**src/rtl/stsPkg.sv**
```systemverilog
package stsPkg;
  localparam int NUM_SRC = 6;

  typedef enum logic [1:0] {
    WR_MEAS_ACT = 2'd0,
    WR_STIM_ACT = 2'd1,
    WR_IRQ_EN   = 2'd2,
    WR_NONE     = 2'd3
  } wrSel_e;

  typedef enum logic [2:0] {
    RD_MEAS_SIG  = 3'd0,
    RD_MEAS_EXC  = 3'd1,
    RD_MEAS_TEST = 3'd2,
    RD_STIM_SIG  = 3'd3,
    RD_STIM_EXC  = 3'd4,
    RD_STIM_TEST = 3'd5,
    RD_IRQ       = 3'd6,
    RD_NONE      = 3'd7
  } rdSel_e;

  typedef struct packed {
    logic [NUM_SRC-1:0] clrStat;
    logic               clrIrq;
    logic               hold;
  } ctlStrobe_t;
endpackage

```
**src/rtl/lossFilter.sv**
```systemverilog
module lossFilter #(
  parameter int PERSIST_CYC = 100_000_000
) (
  input  logic clk,
  input  logic rst_n,
  input  logic hold,
  input  logic rawOk,
  output logic lost
);
  localparam int CW = $clog2(PERSIST_CYC + 1);
  localparam logic [CW-1:0] LIMIT = CW'(PERSIST_CYC);

  logic [CW-1:0] lowCnt;

  always_ff @(posedge clk) begin
    if (!rst_n)              lowCnt <= '0;
    else if (hold || rawOk)  lowCnt <= '0;
    else if (lowCnt != LIMIT) lowCnt <= lowCnt + 1'b1;
  end

  assign lost = (lowCnt == LIMIT);
endmodule

```
**src/rtl/stsControl.sv**
```systemverilog
module stsControl
  import stsPkg::*;
#(
  parameter int NM = 8,
  parameter int NS = 6,
  parameter int DW = 8
) (
  input  logic               clk,
  input  logic               rst_n,
  input  logic               testMode,
  input  logic               wrEn,
  input  logic [1:0]         wrAddr,
  input  logic [DW-1:0]      wrData,
  input  logic               rdEn,
  input  logic [2:0]         rdAddr,
  output logic [NM-1:0]      measActive,
  output logic [NS-1:0]      stimActive,
  output logic [NUM_SRC-1:0] irqEn,
  output ctlStrobe_t         strobe
);
  always_ff @(posedge clk) begin
    if (!rst_n) begin
      measActive <= '0;
      stimActive <= '0;
      irqEn      <= '0;
    end else if (wrEn) begin
      case (wrSel_e'(wrAddr))
        WR_MEAS_ACT: measActive <= wrData[NM-1:0];
        WR_STIM_ACT: stimActive <= wrData[NS-1:0];
        WR_IRQ_EN:   irqEn      <= wrData[NUM_SRC-1:0];
        default: ;
      endcase
    end
  end

  always_comb begin
    strobe.hold   = testMode;
    strobe.clrIrq = rdEn && (rdSel_e'(rdAddr) == RD_IRQ);
    for (int k = 0; k < NUM_SRC; k++) begin
      strobe.clrStat[k] = rdEn && (rdAddr == 3'(k));
    end
  end
endmodule

```
**src/rtl/stsDatapath.sv**
```systemverilog
module stsDatapath
  import stsPkg::*;
#(
  parameter int NM          = 8,
  parameter int NS          = 6,
  parameter int PERSIST_CYC = 100_000_000
) (
  input  logic               clk,
  input  logic               rst_n,
  input  ctlStrobe_t         strobe,
  input  logic [NM-1:0]      measActive,
  input  logic [NS-1:0]      stimActive,
  input  logic [NUM_SRC-1:0] irqEn,
  input  logic [NM-1:0]      measSigOk,
  input  logic [NM-1:0]      measExcOk,
  input  logic [NM-1:0]      measTestOk,
  input  logic [NM-1:0]      measTwoWire,
  input  logic [NS-1:0]      stimSigOk,
  input  logic [NS-1:0]      stimExcOk,
  input  logic [NS-1:0]      stimTestOk,
  input  logic [NS-1:0]      stimTwoWire,
  output logic [NM-1:0]      measSigStat,
  output logic [NM-1:0]      measExcStat,
  output logic [NM-1:0]      measTestStat,
  output logic [NS-1:0]      stimSigStat,
  output logic [NS-1:0]      stimExcStat,
  output logic [NS-1:0]      stimTestStat,
  output logic [NUM_SRC-1:0] irqStat,
  output logic               irqReq
);
  logic [NM-1:0] mSigLost, mExcLost;
  logic [NS-1:0] sSigLost, sExcLost;

  for (genvar gm = 0; gm < NM; gm++) begin : gMeasFilt
    lossFilter #(.PERSIST_CYC(PERSIST_CYC)) uSig (
      .clk(clk), .rst_n(rst_n), .hold(strobe.hold),
      .rawOk(measSigOk[gm]), .lost(mSigLost[gm]));
    lossFilter #(.PERSIST_CYC(PERSIST_CYC)) uExc (
      .clk(clk), .rst_n(rst_n), .hold(strobe.hold),
      .rawOk(measExcOk[gm]), .lost(mExcLost[gm]));
  end

  for (genvar gs = 0; gs < NS; gs++) begin : gStimFilt
    lossFilter #(.PERSIST_CYC(PERSIST_CYC)) uSig (
      .clk(clk), .rst_n(rst_n), .hold(strobe.hold),
      .rawOk(stimSigOk[gs]), .lost(sSigLost[gs]));
    lossFilter #(.PERSIST_CYC(PERSIST_CYC)) uExc (
      .clk(clk), .rst_n(rst_n), .hold(strobe.hold),
      .rawOk(stimExcOk[gs]), .lost(sExcLost[gs]));
  end

  // Present-cycle health per channel: active and not faulty
  logic [NM-1:0] goodMSig, goodMExc, goodMTest;
  logic [NS-1:0] goodSSig, goodSExc, goodSTest;

  assign goodMSig  = measActive & (measTwoWire | ~mSigLost);
  assign goodMExc  = measActive & ~mExcLost;
  assign goodMTest = measActive & measTestOk;
  assign goodSSig  = stimActive & (stimTwoWire | ~sSigLost);
  assign goodSExc  = stimActive & ~sExcLost;
  assign goodSTest = stimActive & stimTestOk;

  // A class is faulty when any active channel is unhealthy
  logic [NUM_SRC-1:0] classFault;
  assign classFault[0] = |(measActive & ~goodMSig);
  assign classFault[1] = |(measActive & ~goodMExc);
  assign classFault[2] = |(measActive & ~goodMTest);
  assign classFault[3] = |(stimActive & ~goodSSig);
  assign classFault[4] = |(stimActive & ~goodSExc);
  assign classFault[5] = |(stimActive & ~goodSTest);

  always_ff @(posedge clk) begin
    if (!rst_n) begin
      measSigStat  <= '0;
      measExcStat  <= '0;
      measTestStat <= '0;
      stimSigStat  <= '0;
      stimExcStat  <= '0;
      stimTestStat <= '0;
      irqStat      <= '0;
    end else begin
      measSigStat  <= strobe.clrStat[0] ? goodMSig  : (measSigStat  & goodMSig);
      measExcStat  <= strobe.clrStat[1] ? goodMExc  : (measExcStat  & goodMExc);
      measTestStat <= strobe.clrStat[2] ? goodMTest : (measTestStat & goodMTest);
      stimSigStat  <= strobe.clrStat[3] ? goodSSig  : (stimSigStat  & goodSSig);
      stimExcStat  <= strobe.clrStat[4] ? goodSExc  : (stimExcStat  & goodSExc);
      stimTestStat <= strobe.clrStat[5] ? goodSTest : (stimTestStat & goodSTest);
      irqStat      <= strobe.clrIrq ? (classFault & irqEn)
                                    : (irqStat | (classFault & irqEn));
    end
  end

  assign irqReq = |(irqStat & irqEn);
endmodule

```
**src/rtl/faultStatusIrq.sv**
```systemverilog
module faultStatusIrq
  import stsPkg::*;
#(
  parameter int NUM_MEAS    = 8,
  parameter int NUM_STIM    = 6,
  parameter int PERSIST_CYC = 100_000_000,
  localparam int WIDE_CH    = (NUM_MEAS > NUM_STIM) ? NUM_MEAS : NUM_STIM,
  localparam int DATA_W     = (WIDE_CH > NUM_SRC) ? WIDE_CH : NUM_SRC
) (
  input  logic                clk,
  input  logic                rst_n,
  input  logic                testMode,
  input  logic [NUM_MEAS-1:0] measSigOk,
  input  logic [NUM_MEAS-1:0] measExcOk,
  input  logic [NUM_MEAS-1:0] measTestOk,
  input  logic [NUM_MEAS-1:0] measTwoWire,
  input  logic [NUM_STIM-1:0] stimSigOk,
  input  logic [NUM_STIM-1:0] stimExcOk,
  input  logic [NUM_STIM-1:0] stimTestOk,
  input  logic [NUM_STIM-1:0] stimTwoWire,
  input  logic                wrEn,
  input  logic [1:0]          wrAddr,
  input  logic [DATA_W-1:0]   wrData,
  input  logic                rdEn,
  input  logic [2:0]          rdAddr,
  output logic [NUM_MEAS-1:0] measSigStat,
  output logic [NUM_MEAS-1:0] measExcStat,
  output logic [NUM_MEAS-1:0] measTestStat,
  output logic [NUM_STIM-1:0] stimSigStat,
  output logic [NUM_STIM-1:0] stimExcStat,
  output logic [NUM_STIM-1:0] stimTestStat,
  output logic [NUM_SRC-1:0]  irqStat,
  output logic                irqReq
);
  logic [NUM_MEAS-1:0] measActive;
  logic [NUM_STIM-1:0] stimActive;
  logic [NUM_SRC-1:0]  irqEn;
  ctlStrobe_t          strobe;

  stsControl #(.NM(NUM_MEAS), .NS(NUM_STIM), .DW(DATA_W)) uCtl (
    .clk(clk), .rst_n(rst_n), .testMode(testMode),
    .wrEn(wrEn), .wrAddr(wrAddr), .wrData(wrData),
    .rdEn(rdEn), .rdAddr(rdAddr),
    .measActive(measActive), .stimActive(stimActive),
    .irqEn(irqEn), .strobe(strobe));

  stsDatapath #(.NM(NUM_MEAS), .NS(NUM_STIM), .PERSIST_CYC(PERSIST_CYC)) uDp (
    .clk(clk), .rst_n(rst_n), .strobe(strobe),
    .measActive(measActive), .stimActive(stimActive), .irqEn(irqEn),
    .measSigOk(measSigOk), .measExcOk(measExcOk),
    .measTestOk(measTestOk), .measTwoWire(measTwoWire),
    .stimSigOk(stimSigOk), .stimExcOk(stimExcOk),
    .stimTestOk(stimTestOk), .stimTwoWire(stimTwoWire),
    .measSigStat(measSigStat), .measExcStat(measExcStat),
    .measTestStat(measTestStat), .stimSigStat(stimSigStat),
    .stimExcStat(stimExcStat), .stimTestStat(stimTestStat),
    .irqStat(irqStat), .irqReq(irqReq));
endmodule

```
**config.mk**
```make
export PLATFORM = sky130hd
export DESIGN_NAME = faultStatusIrq
export DESIGN_NICKNAME = d
export VERILOG_FILES = /design/src/rtl/stsPkg.sv /design/src/rtl/lossFilter.sv /design/src/rtl/stsControl.sv /design/src/rtl/stsDatapath.sv /design/src/rtl/faultStatusIrq.sv
export SDC_FILE = /design/constraint.sdc
export NUM_CORES = 2
export LEC_CHECK = 0
export BUFFER_PORTS_ARGS = -buffer_cell sky130_fd_sc_hd__buf_4
export CORE_ASPECT_RATIO = 1.4
export CORE_MARGIN = 2
export CORE_UTILIZATION = 25
export CTS_CLUSTER_SIZE = 20
export DETAILED_ROUTE_END_ITERATION = 10
export GPL_TIMING_DRIVEN = 0
export HOLD_SLACK_MARGIN = 0.02
export PLACE_DENSITY = 0.49
export SKIP_CTS_REPAIR_TIMING = 1
export SLEW_MARGIN = 20
export SYNTH_ARGS = -nofsm -noshare
export SYNTH_HDL_FRONTEND = slang
export SYNTH_SLANG_ARGS = --single-unit
export TNS_END_PERCENT = 1
```
**constraint.sdc**
```tcl
create_clock -name clk -period 2.8 [get_ports clk]
set_input_delay 0 -clock clk [delete_from_list [all_inputs] [get_ports clk]]
set_output_delay 0 -clock clk [all_outputs]
set_load 0.01 [all_outputs]
```
==> results.cfg <==
[global_routing]
grt_max_degree = 15
grt_usage = 0.126
antenna_found_initial = 10
grt_pass1_vias = 31359
grt_pass1_wl_um = 163000
overflow = 0

[clock_tree]
numCtsBuffers = 93
ctsRootBufferMaster = clkbuf_16
cts.clk_slew.worst_paths_ns = 0.06
h-tree-depth = 3
cts_tree = done
clock_path_buffers = 3
clk_latency_ns = 0.68
clock_sinks = 824

[sta]
rsz0062_at_grt = false
period_needed_ns = 2.76
slew_headroom = 0.166
final.setup.worst_slack_ns = 0.0357
tightest_slew_ns = 1.25
max_clock_freq_ghz = 0.362
clock_skew_ns = 0.0175
setup_tns_ns = 0
hold_slack_ns = -0.00710
hold_viol = 3
setup_viol = 0
maxSlewViolCount = 0
post-route-period-util = 0.987

[layout]
nets = 4957
nFillCells = 16289
area_growth_syn_to_layout_pct = 20.2
layout-drive-gt1-share = 0.0781

[setup_path]
end_kind = output pin
startpoint_type = flop
arrival_ns = 2.76
worstSetupPathType = reg2out
cp_max_fo = 3
cp.required_ns = 2.80

[die]
row_count = 170
core_area_um2 = 153000
die_h_um = 467
initial_utilization = 0.251
die-area_um2 = 157000
io_pins = 123
die_x_um = 335

[synth]
synthesis.nets = 4656
synth_warnings = 0
synthFlopType = dfxtp_1
yosysSeqAreaShare = 0.430
netlist_instances = 4526
synth_area_um2 = 38300
synth_edf_count = 0
synth.distinct_cells = 61
async_reset_ff_frac = 0
syn_avg_cell_area_um2 = 8.47
synth_seq_cells = 824

[run]
maxCapViolations = 0

[detailed_routing]
vias = 32283
routed_wl_um = 100000
drtIter0Drc = 1568
drc = 0
first_pass_iters = 5
wl_met3_um = 4690
via_per_inst = 4.69
ant_nets = 0
wl_per_cell_um = 14.6
dr_wl_met2_um = 47800
highest_layer = met5
m1WireLength_um = 45600

[pwr]
ir_drop_mv = 0.487
p_per_area_nw_per_um2 = 566
p_leak_uw = 0.0139

[placed_design]
port_buffers = 121
detailedPlace.worstSlack_ns = -0.391
post-dp-hpwl_um = 72900
gp_congestion = 0.811

[status]
status = finished, violations left
violations = negative hold slack

[min_path]
hold_class = in2reg
[cell families (layout without fill, tap and decap cells)]
| family | count (synthesis) | count (layout) | synth area share |
|---|---|---|---|
| adders and majority gates | 56 | 56 | 0.0183 |
| DFF | 824 | 824 | 0.430 |
| and+or+nand+nor | 2356 | 2356 | 0.323 |
| other | 0 | 5 | 0 |
| muxes | 41 | 41 | 0.0107 |
| xor gates and xnor gates | 598 | 598 | 0.137 |
| AOI/OAI and AO/OA | 296 | 296 | 0.0461 |
| buffers and inverters | 355 | 730 | 0.0348 |
[Yosys cell counts (73+ instances only)]
cell | n | area share
and3_1 | 85 | 0.014
nor4_1 | 215 | 0.035
o21ai_0 | 78 | 0.010
nand3_1 | 286 | 0.037
or3_1 | 88 | 0.014
xnor2_1 | 385 | 0.088
a21oi_1 | 136 | 0.018
inv_1 | 173 | 0.017
nor3_1 | 149 | 0.019
and4_1 | 73 | 0.017
clkbuf_1 | 157 | 0.015
dfxtp_1 | 824 | 0.43
xor2_1 | 213 | 0.049
nand4_1 | 185 | 0.030
nand2_1 | 232 | 0.023
nor2_1 | 758 | 0.074
[worst paths after layout]
path,slack (ns),end,startpoint,cells after the start
min reg2reg,0.48,uDp.irqStat[2],uDp.irqStat[2],2
min,-0.007,uDp.gMeasFilt[1].uSig.lowCnt[2],measSigOk[1],4
max reg2reg,0.22,uDp.measSigStat[3],uDp.gMeasFilt[3].uSig.lowCnt[0],6
max,0.04,irqReq,uCtl.irqEn[5],3
[final cells by class]
class	count	area, µm²	share of cell area
Timing Repair Buffer	206	1750	0.0379
Clock buffer	117	2640	0.0573
Antenna cell	5	12.5	0.000272
Clock inverter	52	790	0.0171
Inverter	174	653	0.0142
Sequential cell	824	16500	0.358
Tap cell	1978	2470	0.0537
Buffer	181	682	0.0148
Multi-Input combinational cell	3347	20600	0.447
[layout by cell type (no fill, tap or decap), types with 19 or more instances in the layout]
master	count
nor2_1	757
or2_2	30
xnor2_1	385
or3b_2	29
inv_1	173
buf_4	124
bufinv_16	19
dfxtp_1	824
or4_1	24
nor4bb_1	30
nand4_1	185
o21ai_0	78
buf_1	24
nand2b_1	33
or3_1	88
nand3_1	286
nor4b_1	50
and2_1	20
a21oi_1	136
nand2_1	232
dlygate4sd3_1	79
xor2_1	213
mux2i_1	41
nor4_1	207
and4_1	73
clkbuf_1	159
clkbuf_16	95
nor3_1	148
and3_1	85
ha_1	56
[metal layers]
metal  GRT usage  vias up
met5           0        -
met4      0.0407        4
met3      0.0256      151
met2       0.220      469
met1       0.154    15209
li1            -    16450
[report_power, final]
group          internal [µW]  switching [µW]
clock network           8430            5260
registers              11800            52.6
logic                    223             350
[state kept, by name, summed over array words and instances, names as in the netlist, 8 cells and up]
| signal | cells |
|---|---|
| uDp.gMeasFilt.uExc.lowCnt | 216 |
| uDp.gMeasFilt.uSig.lowCnt | 216 |
| uDp.gStimFilt.uExc.lowCnt | 162 |
| uDp.gStimFilt.uSig.lowCnt | 162 |
| uCtl.measActive | 8 |
| uDp.measExcStat | 8 |
| uDp.measSigStat | 8 |
| uDp.measTestStat | 8 |
[critical path, stage by stage, from the launching register on]
cell	delay [ns]
dfxtp_1	0.50
a22oi_1	1.03
nand3_1	0.31
buf_4	0.25
[stage by stage]
stage           util  power, µW  instances  cell area, µm²
4_1_cts        0.296      26500       6800           45300
6_report       0.302      26100       6884           46100
2_1_floorplan      -      12300       4526           38300
3_5_place_dp   0.274      12600       6631           41800
3_3_place_gp   0.273      12600       6625           41700
5_1_grt        0.302      27100       6880           46100
No activity file was read; power rests on OpenSTA's default activity.
